**src/rtl/dotsched_pkg.sv**
```systemverilog
package dotsched_pkg;
    localparam int N_UNITS = 8;
    localparam int N_SLOW  = 2;
    localparam int N_FAST  = 3;
    localparam int SEL_W   = 2;
    localparam int MODE_W  = 3;

    localparam int U_ADD2 = 0;
    localparam int U_ADD3 = 1;
    localparam int U_SM0  = 2;
    localparam int U_SM1  = 3;
    localparam int U_FM0  = 4;
    localparam int U_FM1  = 5;
    localparam int U_FM2  = 6;
    localparam int U_DOT  = 7;

    localparam logic [SEL_W-1:0] SRC_PSUM = 2'd3;

    localparam logic [MODE_W-1:0] MC_DOT    = 3'b000;
    localparam logic [MODE_W-1:0] MC_FAST   = 3'b001;
    localparam logic [MODE_W-1:0] MC_LOWPWR = 3'b011;
    localparam logic [MODE_W-1:0] MC_BAL    = 3'b101;
    localparam logic [MODE_W-1:0] MC_RESLIM = 3'b111;

    typedef logic [N_UNITS-1:0] umask_t;

    typedef enum logic [2:0] {
        SCH_DOT, SCH_FAST, SCH_LOWPWR, SCH_RESLIM, SCH_BAL, SCH_BAD
    } sched_e;

    typedef enum logic [3:0] {
        ST_IDLE, ST_DOT,
        ST_FA_MUL, ST_FA_SUM,
        ST_LP_M0, ST_LP_M1, ST_LP_M2, ST_LP_SUM,
        ST_RL_MUL, ST_RL_MIX, ST_RL_ACC,
        ST_BL_PAIR, ST_BL_FAST2, ST_BL_ADD, ST_BL_ACC,
        ST_FIN
    } state_e;

    function automatic umask_t ubit(input int u);
        return umask_t'(1) << u;
    endfunction
endpackage

```
**src/rtl/dotsched_mode_dec.sv**
```systemverilog
module dotsched_mode_dec
    import dotsched_pkg::*;
(
    input  logic [MODE_W-1:0] code_i,
    output sched_e            sched_o
);
    always_comb begin
        unique case (code_i)
            MC_DOT:    sched_o = SCH_DOT;
            MC_FAST:   sched_o = SCH_FAST;
            MC_LOWPWR: sched_o = SCH_LOWPWR;
            MC_RESLIM: sched_o = SCH_RESLIM;
            MC_BAL:    sched_o = SCH_BAL;
            default:   sched_o = SCH_BAD;
        endcase
    end
endmodule

```
**src/rtl/dotsched_busy.sv**
```systemverilog
module dotsched_busy
    import dotsched_pkg::*;
#(
    parameter int N = N_UNITS
) (
    input  logic         clk,
    input  logic         rst_n,
    input  logic [N-1:0] start_i,
    input  logic [N-1:0] done_i,
    output logic [N-1:0] busy_o,
    output logic [N-1:0] pending_o
);
    for (genvar u = 0; u < N; u++) begin : g_slot
        always_ff @(posedge clk or negedge rst_n) begin
            if (!rst_n)
                busy_o[u] <= 1'b0;
            else if (start_i[u])
                busy_o[u] <= 1'b1;
            else if (done_i[u])
                busy_o[u] <= 1'b0;
        end

        assign pending_o[u] = busy_o[u] & ~done_i[u];

        // a slot is never started while its previous start is unanswered
        assert_no_restart_R8: assert property (@(posedge clk) disable iff (!rst_n)
            start_i[u] |-> !busy_o[u]);
    end
endmodule

```
**src/rtl/dotsched_seq.sv**
```systemverilog
module dotsched_seq
    import dotsched_pkg::*;
(
    input  logic                      clk,
    input  logic                      rst_n,
    input  logic                      start_i,
    input  logic [MODE_W-1:0]         mode_i,
    input  logic [N_UNITS-1:0]        unit_done_i,
    output logic [N_UNITS-1:0]        unit_start_o,
    output logic [N_SLOW*SEL_W-1:0]   smul_sel_o,
    output logic [N_FAST*SEL_W-1:0]   fmul_sel_o,
    output logic [SEL_W-1:0]          add2_sel_a_o,
    output logic [SEL_W-1:0]          add2_sel_b_o,
    output logic                      done_o,
    output logic                      fault_o
);
    localparam umask_t FINAL_UNITS = ubit(U_ADD2) | ubit(U_ADD3) | ubit(U_DOT);

    state_e state, nxt, entry;
    logic   fresh;
    logic   fault_q;
    sched_e sched;

    umask_t launch, waitm, busy, pending;
    logic [N_SLOW-1:0][SEL_W-1:0] sm_sel;
    logic [N_FAST-1:0][SEL_W-1:0] fm_sel;
    logic [SEL_W-1:0] a_sel, b_sel;
    logic step_ok;

    dotsched_mode_dec u_dec (
        .code_i  (mode_i),
        .sched_o (sched)
    );

    dotsched_busy #(.N(N_UNITS)) u_busy (
        .clk       (clk),
        .rst_n     (rst_n),
        .start_i   (unit_start_o),
        .done_i    (unit_done_i),
        .busy_o    (busy),
        .pending_o (pending)
    );

    // entry state of each plan
    always_comb begin
        unique case (sched)
            SCH_DOT:    entry = ST_DOT;
            SCH_FAST:   entry = ST_FA_MUL;
            SCH_LOWPWR: entry = ST_LP_M0;
            SCH_RESLIM: entry = ST_RL_MUL;
            SCH_BAL:    entry = ST_BL_PAIR;
            default:    entry = ST_FIN;
        endcase
    end

    // per-state launch set, wait set, selects and successor
    always_comb begin
        launch = '0;
        waitm  = '0;
        sm_sel = '0;
        fm_sel = '0;
        a_sel  = '0;
        b_sel  = '0;
        nxt    = ST_IDLE;
        unique case (state)
            ST_IDLE, ST_FIN: nxt = ST_IDLE;
            ST_DOT: begin
                launch = ubit(U_DOT);
                waitm  = ubit(U_DOT);
                nxt    = ST_FIN;
            end
            ST_FA_MUL: begin
                launch    = ubit(U_FM0) | ubit(U_FM1) | ubit(U_FM2);
                waitm     = launch;
                fm_sel[0] = 2'd0;
                fm_sel[1] = 2'd1;
                fm_sel[2] = 2'd2;
                nxt       = ST_FA_SUM;
            end
            ST_FA_SUM, ST_LP_SUM: begin
                launch = ubit(U_ADD3);
                waitm  = ubit(U_ADD3);
                nxt    = ST_FIN;
            end
            ST_LP_M0: begin
                launch    = ubit(U_SM0);
                waitm     = launch;
                sm_sel[0] = 2'd0;
                nxt       = ST_LP_M1;
            end
            ST_LP_M1: begin
                launch    = ubit(U_SM0);
                waitm     = launch;
                sm_sel[0] = 2'd1;
                nxt       = ST_LP_M2;
            end
            ST_LP_M2: begin
                launch    = ubit(U_SM0);
                waitm     = launch;
                sm_sel[0] = 2'd2;
                nxt       = ST_LP_SUM;
            end
            ST_RL_MUL: begin
                launch    = ubit(U_SM0) | ubit(U_SM1);
                waitm     = launch;
                sm_sel[0] = 2'd0;
                sm_sel[1] = 2'd1;
                nxt       = ST_RL_MIX;
            end
            ST_RL_MIX: begin
                launch    = ubit(U_ADD2) | ubit(U_SM0);
                waitm     = launch;
                sm_sel[0] = 2'd2;
                a_sel     = 2'd0;
                b_sel     = 2'd1;
                nxt       = ST_RL_ACC;
            end
            ST_RL_ACC, ST_BL_ACC: begin
                launch = ubit(U_ADD2);
                waitm  = ubit(U_ADD2);
                a_sel  = SRC_PSUM;
                b_sel  = 2'd2;
                nxt    = ST_FIN;
            end
            ST_BL_PAIR: begin
                launch    = ubit(U_FM0) | ubit(U_SM0);
                waitm     = ubit(U_FM0);
                fm_sel[0] = 2'd0;
                sm_sel[0] = 2'd2;
                nxt       = ST_BL_FAST2;
            end
            ST_BL_FAST2: begin
                launch    = ubit(U_FM0);
                waitm     = ubit(U_FM0);
                fm_sel[0] = 2'd1;
                nxt       = ST_BL_ADD;
            end
            ST_BL_ADD: begin
                launch = ubit(U_ADD2);
                waitm  = ubit(U_ADD2) | ubit(U_SM0);
                a_sel  = 2'd0;
                b_sel  = 2'd1;
                nxt    = ST_BL_ACC;
            end
            default: nxt = ST_IDLE;
        endcase
    end

    assign step_ok = !fresh && ((pending & waitm) == '0);

    // state register
    always_ff @(posedge clk or negedge rst_n) begin
        if (!rst_n) begin
            state   <= ST_IDLE;
            fresh   <= 1'b0;
            fault_q <= 1'b0;
        end else begin
            fresh <= 1'b0;
            if (state == ST_IDLE) begin
                if (start_i) begin
                    state   <= entry;
                    fresh   <= 1'b1;
                    fault_q <= (sched == SCH_BAD);
                end
            end else if (state == ST_FIN) begin
                state <= ST_IDLE;
            end else if (step_ok) begin
                state <= nxt;
                fresh <= 1'b1;
            end
        end
    end

    // outputs
    always_comb begin
        unit_start_o = fresh ? launch : '0;
        smul_sel_o   = fresh ? sm_sel : '0;
        fmul_sel_o   = fresh ? fm_sel : '0;
        add2_sel_a_o = fresh ? a_sel  : '0;
        add2_sel_b_o = fresh ? b_sel  : '0;
        done_o       = (state == ST_FIN);
        fault_o      = (state == ST_FIN) && fault_q;
    end

    // done lasts exactly one cycle
    assert_done_pulse_R7: assert property (@(posedge clk) disable iff (!rst_n)
        done_o |=> !done_o);
    // a clean finish follows a done from an adder or the dot-product unit
    assert_done_after_final_R7: assert property (@(posedge clk) disable iff (!rst_n)
        (done_o && !fault_o) |-> (($past(unit_done_i) & FINAL_UNITS) != '0));
    // a fault is only reported with done, right after an accepted request
    assert_fault_origin_R6: assert property (@(posedge clk) disable iff (!rst_n)
        fault_o |-> (done_o && $past(start_i) && $past(state == ST_IDLE)));
    // starts and done never overlap, and starts never repeat back to back
    assert_start_quiet_R10: assert property (@(posedge clk) disable iff (!rst_n)
        (unit_start_o != '0) |-> (!done_o && ((busy & unit_start_o) == '0)));
endmodule

```
**config.mk**
```make
export PLATFORM = sky130hd
export DESIGN_NAME = dotsched_seq
export DESIGN_NICKNAME = d
export VERILOG_FILES = /design/src/rtl/dotsched_pkg.sv /design/src/rtl/dotsched_mode_dec.sv /design/src/rtl/dotsched_busy.sv /design/src/rtl/dotsched_seq.sv
export SDC_FILE = /design/constraint.sdc
export NUM_CORES = 1
export LEC_CHECK = 0
export BUFFER_PORTS_ARGS = -buffer_cell sky130_fd_sc_hd__buf_2
export CAP_MARGIN = 15
export CORE_UTILIZATION = 54
export CTS_CLUSTER_SIZE = 40
export DETAILED_ROUTE_END_ITERATION = 6
export PLACE_DENSITY = 0.85
export SYNTH_ARGS = -nofsm -noshare
export SYNTH_HDL_FRONTEND = slang
export SYNTH_SLANG_ARGS = --single-unit
```
**constraint.sdc**
```tcl
create_clock -name clk -period 4.7 [get_ports clk]
set_clock_uncertainty 0.15 [all_clocks]
set_input_delay 0.235 -clock clk [delete_from_list [all_inputs] [get_ports clk]]
set_output_delay 0.235 -clock clk [all_outputs]
set_load 0.05 [all_outputs]
```
Word level (Yosys, flattened, before mapping)
Cells that the tools add are included.
- equal/unequal tests: 25
- mux-type cells: 40
- bitwise operators: 17
- reduce and logical (&&, ||, !) cells: 27
- operators with widths (operator ; count):
    one-hot mux 8 bit (9 select lines) ; 1
    one-hot mux 8 bit (8 select lines) ; 1
    one-hot mux 4 bit (11 select lines) ; 1
    equality test 4 bit, second input constant ; 8
    two-way mux 4 bit ; 6
    two-way mux 1 bit ; 22
    one-hot mux 4 bit (5 select lines) ; 1
    equality test 4 x 3 -> 1 bit, second input constant ; 4
    nonzero test 2 bit ; 8
    one-hot mux 3 bit (5 select lines) ; 1
    equality test 3 bit, second input constant ; 4
    OR reduction 2 bit ; 5
    equality test 3 x 2 -> 1 bit, second input constant ; 3
    OR reduction 3 bit ; 3
    AND 1 bit ; 8
    AND 8 bit ; 1
    equality test 4 x 2 -> 1 bit, second input constant ; 2
    logical NOT 8 bit ; 1
    two-way mux 8 bit ; 1
    inverter 1 bit ; 8
    one-hot mux 2 bit (2 select lines) ; 2
    equality test 3 x 1 -> 1 bit, second input constant ; 2
    logical NOT 3 bit ; 2
    two-way mux 2 bit ; 3
    other kinds (9) ; 11
- register bits after elaboration: 14
- word-level logic and storage cells: 120

Depth between registers and ports, before layout
Gate-level depths: netlist (run 1).
- depth after elaboration: 9
- depth in mapped cells: 7
- gate-level depth less buffers: 6

Cells and area by module
A second synthesis (run 1) with hierarchy kept.
- cells, all modules: 141
- area total of the unflattened synthesis: 1236.2 um2
- modules (own cells, without submodules) (module ; instances ; cells an instance ; area each (um2) ; seq. area each (um2)):
    dotsched_seq ; 1 ; 111 ; 835.8 ; 150.1
    dotsched_busy ; 1 ; 24 ; 360.3 ; 200.2
    dotsched_mode_dec ; 1 ; 6 ; 40.0 ; 0.0

Worst setup path after synthesis (run 1)
Ideal clock, no wire load.
- kind: reg-to-output
- from: reg state[3]
- to: out unit_start_o[0]
- arrival: 2396 ps
- path slack: 1919 ps
- stages on the path, launching flop included: 6
- path buffers: 2
- path through: dfrtp_1 > buf_6 > buf_2 > nand2_1 > nor3_1 > or2_2
- longest elaborated chain between the ends: 4
- ends and longest elaborated chain (item ; line ; text):
    from (decl) ; dotsched_seq.sv:19 ; state_e state, nxt, entry;
    from (signal assigned) ; dotsched_seq.sv:161 ; state <= entry;
    from (signal assigned) ; dotsched_seq.sv:168 ; state <= nxt;
    equality test 4 bit (tied with other cells) ; dotsched_seq.sv:65 ; unique case (state)
    OR reduction 3 bit (no source line) or OR reduction 2 bit (tied branches) ; n/a ;
    one-hot mux 8 bit (9 select lines) * ; dotsched_seq.sv:65 ;
    two-way mux 8 bit * ; dotsched_seq.sv:176 ; unit_start_o = fresh ? launch : '0;
    to (decl) ; dotsched_seq.sv:9 ; output logic [N_UNITS-1:0] unit_start_o,
Every way passes the cells marked *; elsewhere a longest branch is shown, timed or not.

Final worst setup path (run 1)
- from: reg state[0]
- to: out fault_o
- longest elaborated chain between the ends: 2
- ends and longest elaborated chain (item ; line ; text):
    equality test 4 bit ; dotsched_seq.sv:182 ; fault_o = (state == ST_FIN) && fault_q;
    logical AND 1 bit ; dotsched_seq.sv:182 ;
    to (decl) ; dotsched_seq.sv:15 ; output logic fault_o
No other way between the ends.

==> results of run 1 <==
## where the power goes
part	internal [W]	leakage, nW	switching (W)	total (W)
Combinational	0.000190	0.489	0.000320	0.000509
Sequential	0.000166	0.179	0.000121	0.000287
Clock	0.0000297	0.0138	0.0000409	0.0000707
## sequential cells by signal, summed over array words and instances (netlist names)
| register | count |
|---|---|
| fault_q | 1 |
| state | 4 |
| fresh | 1 |
| u_busy.busy_o | 8 |
## layer usage
metal	share of wire [%]	wire, microns	global-route usage [%]	vias up
li1	-	-	-	524
met1	46	1200	34.2	504
met2	49	1300	38.9	40
met3	4.4	115	3.77	5
met4	0.87	23	7.78	0
met5	0	0	0	-
## final timing paths
kind / from / to / depth (start not counted)
worst max-delay path: state[0] / fault_o / 4
worst min-delay path: unit_done_i[1] / u_busy.busy_o[1] / 2
worst max register to register: state[0] / state[2] / 6
worst min register to register: fault_q / fault_q / 2
max in group asynchronous: rst_n / u_busy.busy_o[1] / 2
min in group asynchronous: rst_n / u_busy.busy_o[2] / 2
## cell usage in the layout (no fill, tap or decap), types with 3 or more instances in the layout
master | synthesis | layout
buf_2 | 3 | 33
dfrtp_1 | 14 | 14
nor2_1 | 12 | 12
nand2_1 | 8 | 8
inv_1 | 8 | 8
nor2b_1 | 8 | 8
a21oi_1 | 8 | 8
nor3_1 | 6 | 6
nand2b_1 | 4 | 4
o21ai_1 | 4 | 4
conb_1 | 1 | 4
o21ai_0 | 3 | 3
or2_2 | 3 | 3
a21o_1 | 3 | 3
clkbuf_4 | 0 | 3
## cell families (layout without fill, tap and decap cells)
logic type,Yosys count,count (layout)
XOR/XNOR,2,2
flip-flops,14,14
multiplexers,1,1
AO/OA/AOI/OAI,36,36
buffers and inverters,25,46
AND/OR/NAND/NOR,59,59
other,1,4
## Yosys cell counts (3+ instances only)
cell type and instances:
buf_4 8, nor3_1 6, a21oi_1 8, nand2b_1 4, dfrtp_1 14, nand2_1 8
buf_6 3, nor2b_1 8, nor2_1 12, buf_2 3, o21ai_0 3, a21o_1 3
or2_2 3, inv_1 8, o21ai_1 4
## metrics by stage
stage	std cells	util [%]	hold WS [ns]	setup slack, ns	area, sq um
finish	189	64.1	0.0147	2.23	1270
global route	189	64.1	0.0248	2.00	1270
CTS	189	64.1	0.0186	2.24	1270
detailed placement	185	62.5	0.0130	2.43	1240
global placement	185	62.5	0.00641	2.60	1240
floorplan	141	-	-0.211	1.92	1160
## final cells by class
class,instances,area [sq um]
multi-input cells,102,656
well taps,27,33.8
inverters,9,33.8
fillers,186,711
repair buffers,34,175
flip-flops and latches,14,350
clock buffers,3,22.5
## worst max-delay path: stages (launching register included)
cell and delay (ns):
dfrtp_1 0.86, nand2_1 0.28, nor2_1 0.25, and2_1 0.15, buf_2 0.25
==> qor.txt, run 1 <==
Number of synthesized flops with an enable pin - 0
MaxCap Viol Count - 0
Synthesis-stage register bit count - 14
Post-synthesis mux area share - 0.874%
Clk buf depth - 2
Crit path kind - flip-flop to output pin
Area growth from synthesis to layout - 11.0%
Simple-Gate Fraction of Synth Area - 30.9%
Mean post-synth cell area - 8.30 sq um
Outcome - finished, final reports clean
Seq/Total Area, Yosys - 30.6%
Boundary pin count - 38
Maximum clock rate - 0.404 GHz
Total global-route track usage - 24.6%
Final Max Tran Viols - 0
Placer Congestion - 0.790
Clock Latency Late Sink - 0.29 ns
Pwr/cell area - 682 nW/um^2
CP required - 4.32 ns
CTS Hold Bufs - 1
Largest cells by area after synthesis - dfrtp_1 31%, buf_4 5.2%, nor2b_1 4.4%, nor2_1 3.9%, a21oi_1 3.5%
Post-synthesis cell area - 1140 sq um
Post-layout net count - 178
Initial antenna violation count - 0
DR DRC count - 0
Gr ovfl total - 0
Arrival @ worst endpoint - 2.09 ns
Htree depth - 1
CP startpoint kind - flip-flop
Count of input and output buffers - 33
Post-cts sizing count - 0
Share of cells above drive strength 1 - 29.0%
Rel. slew slack - 48.4%
Yosys top cell area share - 30.6%
Period Utilization, post-route - 52.6%
CP endpoint kind - output pin
Final Hold Fails - 0
Compound-Gate Fraction of Synth Area - 22.6%
Die X - 48.0 microns
Core Region - 1980 sq um
Maximum net fanout on the critical path - 23
Vias per cell - 5.68
CTS Sinks - 14
Largest family of logic cells by synthesized area - simple AND/OR/NAND/NOR gates
LEAKAGE - 0.682 nW
Initial core utilization - 57.8%
TNS Setup - 0 ns
Adder-cell share of the synthesized area - 0%
Final worst path period need - 2.47 ns
First-pass GRT wire length - 3910 microns
Synth cell types - 49
Main flop type after synthesis - dfrtp_1
Xor/xnor share of the synthesized area - 1.53%
Worst Hold Class - input port to flip-flop
Via count - 1073
DR WL/cell - 14.0 microns
Peak VDD IR - 415 uV
Async S/R FF share, synth - 100%
Root buffer selected by CTS - clkbuf_4
CTS buffer count - 3
Detailed Route WL - 2640 microns
Buffer count from post-CTS setup fixing - 0
Die Y - 48.0 microns
Flop-to-flop setup slack - 2.37 ns
Largest area contributor in the netlist - dfrtp_1
RSZ-0062 raised after global routing - no
Detailed Routing Iterations Pass 1 - 4
Die footprint - 2310 sq um
N_diodes - 0
Clock-pin slew on the worst setup and hold paths - 0.09 ns
DP Wirelength - 1920 microns
Final setup viols - 0
Antenna-violating nets left - 0
Final Power - 0.000867 W
Yosys synthesis warning count - 0
Vias in the first global route - 868
Cells after synthesis - 138
1st-iter DRT viols - 24
FP Rows - 16
Largest net degree at the start of global routing - 24
CTS tree - yes
Worst Tran Pin Value - 0.774 ns
No activity file was read; power rests on OpenSTA's default activity.
==> run 2, diff against run 1 <==
CORE_UTILIZATION = 45   (was 54)
PLACE_DENSITY = 0.75   (was 0.85)
clock period = 2.1 ns   (was 4.7 ns; I/O delays follow)
==> qor.txt, run 2 (same netlist as run 1, synthesis figures left out) <==
Maximum net fanout on the critical path - 10 (was 23)
Pwr/cell area - 1500 nW/um^2 (was 682 nW/um^2)
TNS Setup - 0 ns (unchanged)
Clk buf depth - 2 (unchanged)
Detailed Route WL - 3090 microns (was 2640 microns)
Final worst path period need - 2.01 ns
Final Power - 0.00221 W (was 0.000867 W)
DR WL/cell - 14.8 microns (was 14.0 microns)
Final Max Tran Viols - 0 (unchanged)
Placer Congestion - 0.877 (was 0.790)
Outcome - finished, final reports clean (unchanged)
Area growth from synthesis to layout - 28.4% (was 11.0%)
DR DRC count - 0 (unchanged)
Biggest regs - u_busy.busy_o x8, state x4 (unchanged)
Share of cells above drive strength 1 - 37.6% (was 29.0%)
Post-layout net count - 197 (was 178)
Slowest cell on the critical path - dfrtp_2 (was dfrtp_1)
Largest stage delay, worst path - 0.49 ns (was 0.86 ns)
Final core utilization - 64.0% (was 64.1%)
Crit path to - unit_start_o[4] (was fault_o)
First-pass GRT wire length - 4590 microns (was 3910 microns)
CTS Sinks - 14 (unchanged)
DP Wirelength - 2150 microns (was 1920 microns)
CTS tree - yes (unchanged)
Core Region - 2300 sq um (was 1980 sq um)
Antenna-violating nets left - 0 (unchanged)
Gr ovfl total - 0 (unchanged)
Commonest non-fill, non-tap cell in the layout - buf_2 (unchanged)
Final setup viols - 0 (unchanged)
CP startpoint kind - flip-flop (unchanged)
1st-iter DRT viols - 46 (was 24)
Initial antenna violation count - 0 (unchanged)
MaxCap Viol Count - 0 (unchanged)
Arrival @ worst endpoint - 1.76 ns (was 2.09 ns)
Detailed Routing Iterations Pass 1 - 4 (unchanged)
CP Cell Sequence - xnor2_1, nor3b_1, o21a_1, buf_4 (was nand2_1, nor2_1, and2_1, buf_2)
Flop-to-flop setup slack - 0.13 ns (was 2.37 ns)
Htree depth - 1 (unchanged)
R2R Path Start - state[3] (was state[0])
Biggest register - u_busy.busy_o (unchanged)
Largest register FFs - 8 (unchanged)
Die footprint - 2750 sq um (was 2310 sq um)
LEAKAGE - 0.768 nW (was 0.682 nW)
Clock Latency Late Sink - 0.29 ns (about the same)
Period Utilization, post-route - 95.8%
Root buffer selected by CTS - clkbuf_4 (unchanged)
CP required - 1.85 ns (was 4.32 ns)
FP Rows - 17 (was 16)
N_diodes - 0 (unchanged)
Die X - 52.4 microns (was 48.0 microns)
CTS buffer count - 3 (unchanged)
Crit path kind - flip-flop to output pin (unchanged)
Crit path from - state[3] (was state[0])
CP endpoint kind - output pin (unchanged)
Maximum clock rate - 0.497 GHz
Cells on worst reg2reg path - 7 (was 6)
Most frequent cells in the layout - 32 x buf_2, 13 x buf_4, 10 x nor2_1, 10 x dfrtp_1 (was 33 x buf_2, 14 x dfrtp_1, 12 x nor2_1)
Initial core utilization - 49.8% (was 57.8%)
Count of input and output buffers - 33 (unchanged)
Reg2reg end - state[0] (was state[2])
Boundary pin count - 38 (unchanged)
Vias per cell - 5.64 (was 5.68)
Total global-route track usage - 23.3% (was 24.6%)
Final Hold Fails - 0 (unchanged)
Vias in the first global route - 1013 (was 868)
Clock-pin slew on the worst setup and hold paths - 0.09 ns (about the same)
Die Y - 52.4 microns (was 48.0 microns)
Largest net degree at the start of global routing - 18 (was 24)
Via count - 1178 (was 1073)
Peak VDD IR - 874 uV (was 415 uV)
Worst Hold Class - input port to flip-flop (unchanged)
==> run 2: cell count changes in the layout (fill, tap and decap cells not counted), moves of 2 or more <==
cell | previous run | this run
dfrtp_1 | 14 | 10
nor3_1 | 6 | 4
dlygate4sd3_1 | 1 | 8
buf_4 | 0 | 13
nor2_1 | 12 | 10
dfrtp_2 | 0 | 4
==> run 2: layout make-up <==
type / instances / area (sq um)
Fill cell: 203 / 827
Clock buffer: 3 / 22.5
Timing Repair Buffer: 53 / 338
Multi-Input combinational cell: 102 / 686
Tap cell: 28 / 35.0
Sequential cell: 14 / 355
Inverter: 9 / 33.8
==> run 2: report_power, final <==
| group | internal (W) | switching, W | total, W |
|---|---|---|---|
| logic | 0.000585 | 0.000920 | 0.00150 |
| clock network | 0.0000667 | 0.0000931 | 0.000160 |
| registers | 0.000382 | 0.000161 | 0.000543 |
| total | 0.00103 | 0.00117 | 0.00221 |
==> run 2: repair_timing <==
action / 4_1_cts / 5_1_grt
gates resized for setup: 3 / 3
hold endpoints to repair: 21 / 0
setup buffers: 0 / 5
gates cloned: 0 / 0
hold buffers: 8 / 0
pin swaps: 0 / 0
setup endpoints to repair: 4 / 5
==> run 2: routing by layer <==
layer	part of all wire [%]	GRT usage, %	vias to the layer above	wire (microns)
li1	-	-	561	-
met1	42	28.7	544	1290
met2	50	40.1	66	1530
met3	6.8	2.90	7	209
met4	1.8	10.1	0	57
met5	0	0	-	0
==> run 2: worst max-delay path: cells and delay by family, from the launching register on <==
kind	cells	cell delay, ns
AOI/OAI and AO/OA	1	0.19
DFF	1	0.49
xor gates and xnor gates	1	0.27
and+or+nand+nor	1	0.32
buffers and inverters	1	0.20
==> run 2: worst min path at each step <==
stage	start	endpoint	slack, ns	cells past startpoint
after CTS	start_i	fresh	0.009	3
after floorplan	rst_n	fault_q	-0.34	0
after global routing	start_i	fresh	0.05	3
after detailed placement	rst_n	u_busy.busy_o[7]	-0.12	1
final	start_i	fresh	0.02	3
after global placement	rst_n	u_busy.busy_o[7]	-0.12	1
==> run 2: through the flow <==
stage / setup slack [ns] / hold slack (ns) / cell area [sq um] / std cells
floorplan: 0.0834 / -0.341 / 1180 / 141
global placement: 0.197 / -0.121 / 1320 / 193
detailed placement: 0.131 / -0.118 / 1320 / 193
CTS: 0.0170 / 0.00881 / 1430 / 204
global route: -0.0152 / 0.0549 / 1470 / 209
finish: 0.0887 / 0.0224 / 1470 / 209
==> run 3, diff against run 2 <==
CORE_UTILIZATION = 54   (was 45)
PLACE_DENSITY = 0.85   (was 0.75)
clock period = 2.6 ns   (was 2.1 ns; I/O delays follow)
==> qor.txt, run 3 (same netlist as run 1, synthesis figures left out) <==
Outcome - finished, final reports clean (unchanged)
LEAKAGE - 0.720 nW (was 0.768 nW)
PnR worst setup slack - 0.300 ns (was 0.0887 ns)
Peak VDD IR - 695 uV (was 874 uV)
Root buffer selected by CTS - clkbuf_4 (unchanged)
Detailed Route WL - 2790 microns (was 3090 microns)
Gr ovfl total - 0 (unchanged)
Clock Latency Late Sink - 0.29 ns (about the same)
Placed cell count - 186 (was 193)
Sequential Power Share - 29.2% (was 24.6%)
Worst Tran Pin Value - 0.629 ns
Buffer count from post-CTS setup fixing - 0 (unchanged)
Arrival @ worst endpoint - 2.02 ns (was 1.76 ns)
Net switching share of the total power - 54.4% (was 53.2%)
Htree depth - 1 (unchanged)
Boundary pin count - 38 (unchanged)
Antenna-violating nets left - 0 (unchanged)
Final Hold Fails - 0 (unchanged)
Design Area, Final - 1360 sq um (was 1470 sq um)
Final worst path period need - 2.30 ns
First-pass GRT wire length - 4020 microns (was 4590 microns)
Core Region - 1980 sq um (was 2300 sq um)
CP endpoint kind - output pin (unchanged)
Maximum clock rate - 0.435 GHz
Die Y - 48.0 microns (was 52.4 microns)
Initial core utilization - 57.8% (was 49.8%)
Pwr/cell area - 1200 nW/um^2 (was 1500 nW/um^2)
Rel. slew slack - 58.1%
Total global-route track usage - 26.1% (was 23.3%)
DR DRC count - 0 (unchanged)
CP required - 2.32 ns (was 1.85 ns)
Psw - 0.000889 W (was 0.00117 W)
Clk buf depth - 2 (unchanged)
Count of input and output buffers - 33 (unchanged)
Largest register FFs - 8 (unchanged)
Detailed Routing Iterations Pass 1 - 4 (unchanged)
Commonest non-fill, non-tap cell in the layout - buf_2 (unchanged)
Vias in the first global route - 886 (was 1013)
Post-cts sizing count - 0 (was 3)
CP startpoint kind - flip-flop (unchanged)
Initial antenna violation count - 0 (unchanged)
TNS Setup - 0 ns (unchanged)
Die footprint - 2310 sq um (was 2750 sq um)
Via count - 1123 (was 1178)
Placer Congestion - 0.890 (was 0.877)
Crit path kind - flip-flop to output pin (unchanged)
DP Wirelength - 2010 microns (was 2150 microns)
Clock-pin slew on the worst setup and hold paths - 0.10 ns (was 0.09 ns)
Final setup viols - 0 (unchanged)
1st-iter DRT viols - 36 (was 46)
MaxCap Viol Count - 0 (unchanged)
Vias per cell - 5.70 (was 5.64)
Post-layout net count - 185 (was 197)
Worst Hold Class - input port to flip-flop (unchanged)
Worst hold slack - 0.00906 ns (was 0.0224 ns)
Die X - 48.0 microns (was 52.4 microns)
Maximum net fanout on the critical path - 21 (was 10)
CTS buffer count - 3 (unchanged)
Biggest register - u_busy.busy_o (unchanged)
Largest net degree at the start of global routing - 22 (was 18)
Area growth from synthesis to layout - 18.6% (was 28.4%)
Placed cell area - 1250 sq um (was 1320 sq um)
CTS tree - yes (unchanged)
Most frequent cells in the layout - 33 x buf_2, 14 x dfrtp_1, 12 x nor2_1 (was 32 x buf_2, 13 x buf_4, 10 x nor2_1, 10 x dfrtp_1)
Pint - 0.000744 W (was 0.00103 W)
N_diodes - 0 (unchanged)
Period Utilization, post-route - 88.5%
Fin cells - 197 (was 209)
Clock network fraction of design power - 10.2% (was 7.2%)
Final Max Tran Viols - 0 (unchanged)
FP Rows - 16 (was 17)
CTS Sinks - 14 (unchanged)
DR WL/cell - 14.2 microns (was 14.8 microns)
Biggest regs - u_busy.busy_o x8, state x4 (unchanged)
Share of cells above drive strength 1 - 29.4% (was 37.6%)
RSZ-0062 raised after global routing - no
Dpl ws - 0.517 ns (was 0.131 ns)
Combinational Power Share - 60.6% (was 68.2%)
-- run 3: cell types whose count changed in the layout (fill, tap and decap cells not counted), sizes merged --
| cell | change |
|---|---|
| buf | -11 |
| dlygate4sd3 | -1 |
| clkbuf | +1 |
-- run 3: worst max-delay path, stage by stage (launching register included) --
cell     delay [ns]
dfrtp_1        0.62
nor2_1         0.47
nand3_1        0.23
inv_1          0.12
buf_2          0.27
-- run 3: timing repair --
item,CTS,global route
hold endpoints to repair,20,0
setup endpoints to repair,0,0
hold buffers,7,0
-- run 3: final timing paths --
check / slack [ns] / to / start / cells after the start
worst max-delay path: 0.30 / fmul_sel_o[5] / state[3] / 4
worst min-delay path: 0.009 / u_busy.busy_o[2] / unit_done_i[2] / 3
worst max register to register: 0.42 / state[0] / state[3] / 6
worst min register to register: 0.33 / fault_q / fault_q / 2
max in group asynchronous: 1.94 / state[0] / rst_n / 2
min in group asynchronous: 0.11 / u_busy.busy_o[4] / rst_n / 2
-- run 3: power by group through the flow --
stage	clock (W)	combinational (W)	sequential [W]
after CTS	0.000168	0.000979	0.000469
after detailed placement	0	0.000965	0.000475
after global routing	0.000176	0.00107	0.000496
final	0.000166	0.000989	0.000477
after global placement	0	0.000933	0.000468
after floorplan	0	0.000955	0.000352
-- run 3: final cells by class --
type | instances | area (sq um)
Inverter | 9 | 33.8
Multi-Input combinational cell | 102 | 661
Clock buffer | 4 | 36.3
Sequential cell | 14 | 350
Timing Repair Buffer | 41 | 243
Fill cell | 159 | 624
Tap cell | 27 | 33.8
-- run 3: per-stage QoR --
step	utilization, %	total power [W]
finish	68.5	0.00163
CTS	68.5	0.00162
global route	68.5	0.00174
floorplan	-	0.00131
detailed placement	63.1	0.00144
global placement	63.1	0.00140
-- run 3: metal layers --
metal  part of all wire (%)  global-route usage [%]
met1                     42                    33.9
met3                    5.6                    3.77
met5                      0                       0
met2                     50                    40.3
met4                    2.7                    16.7
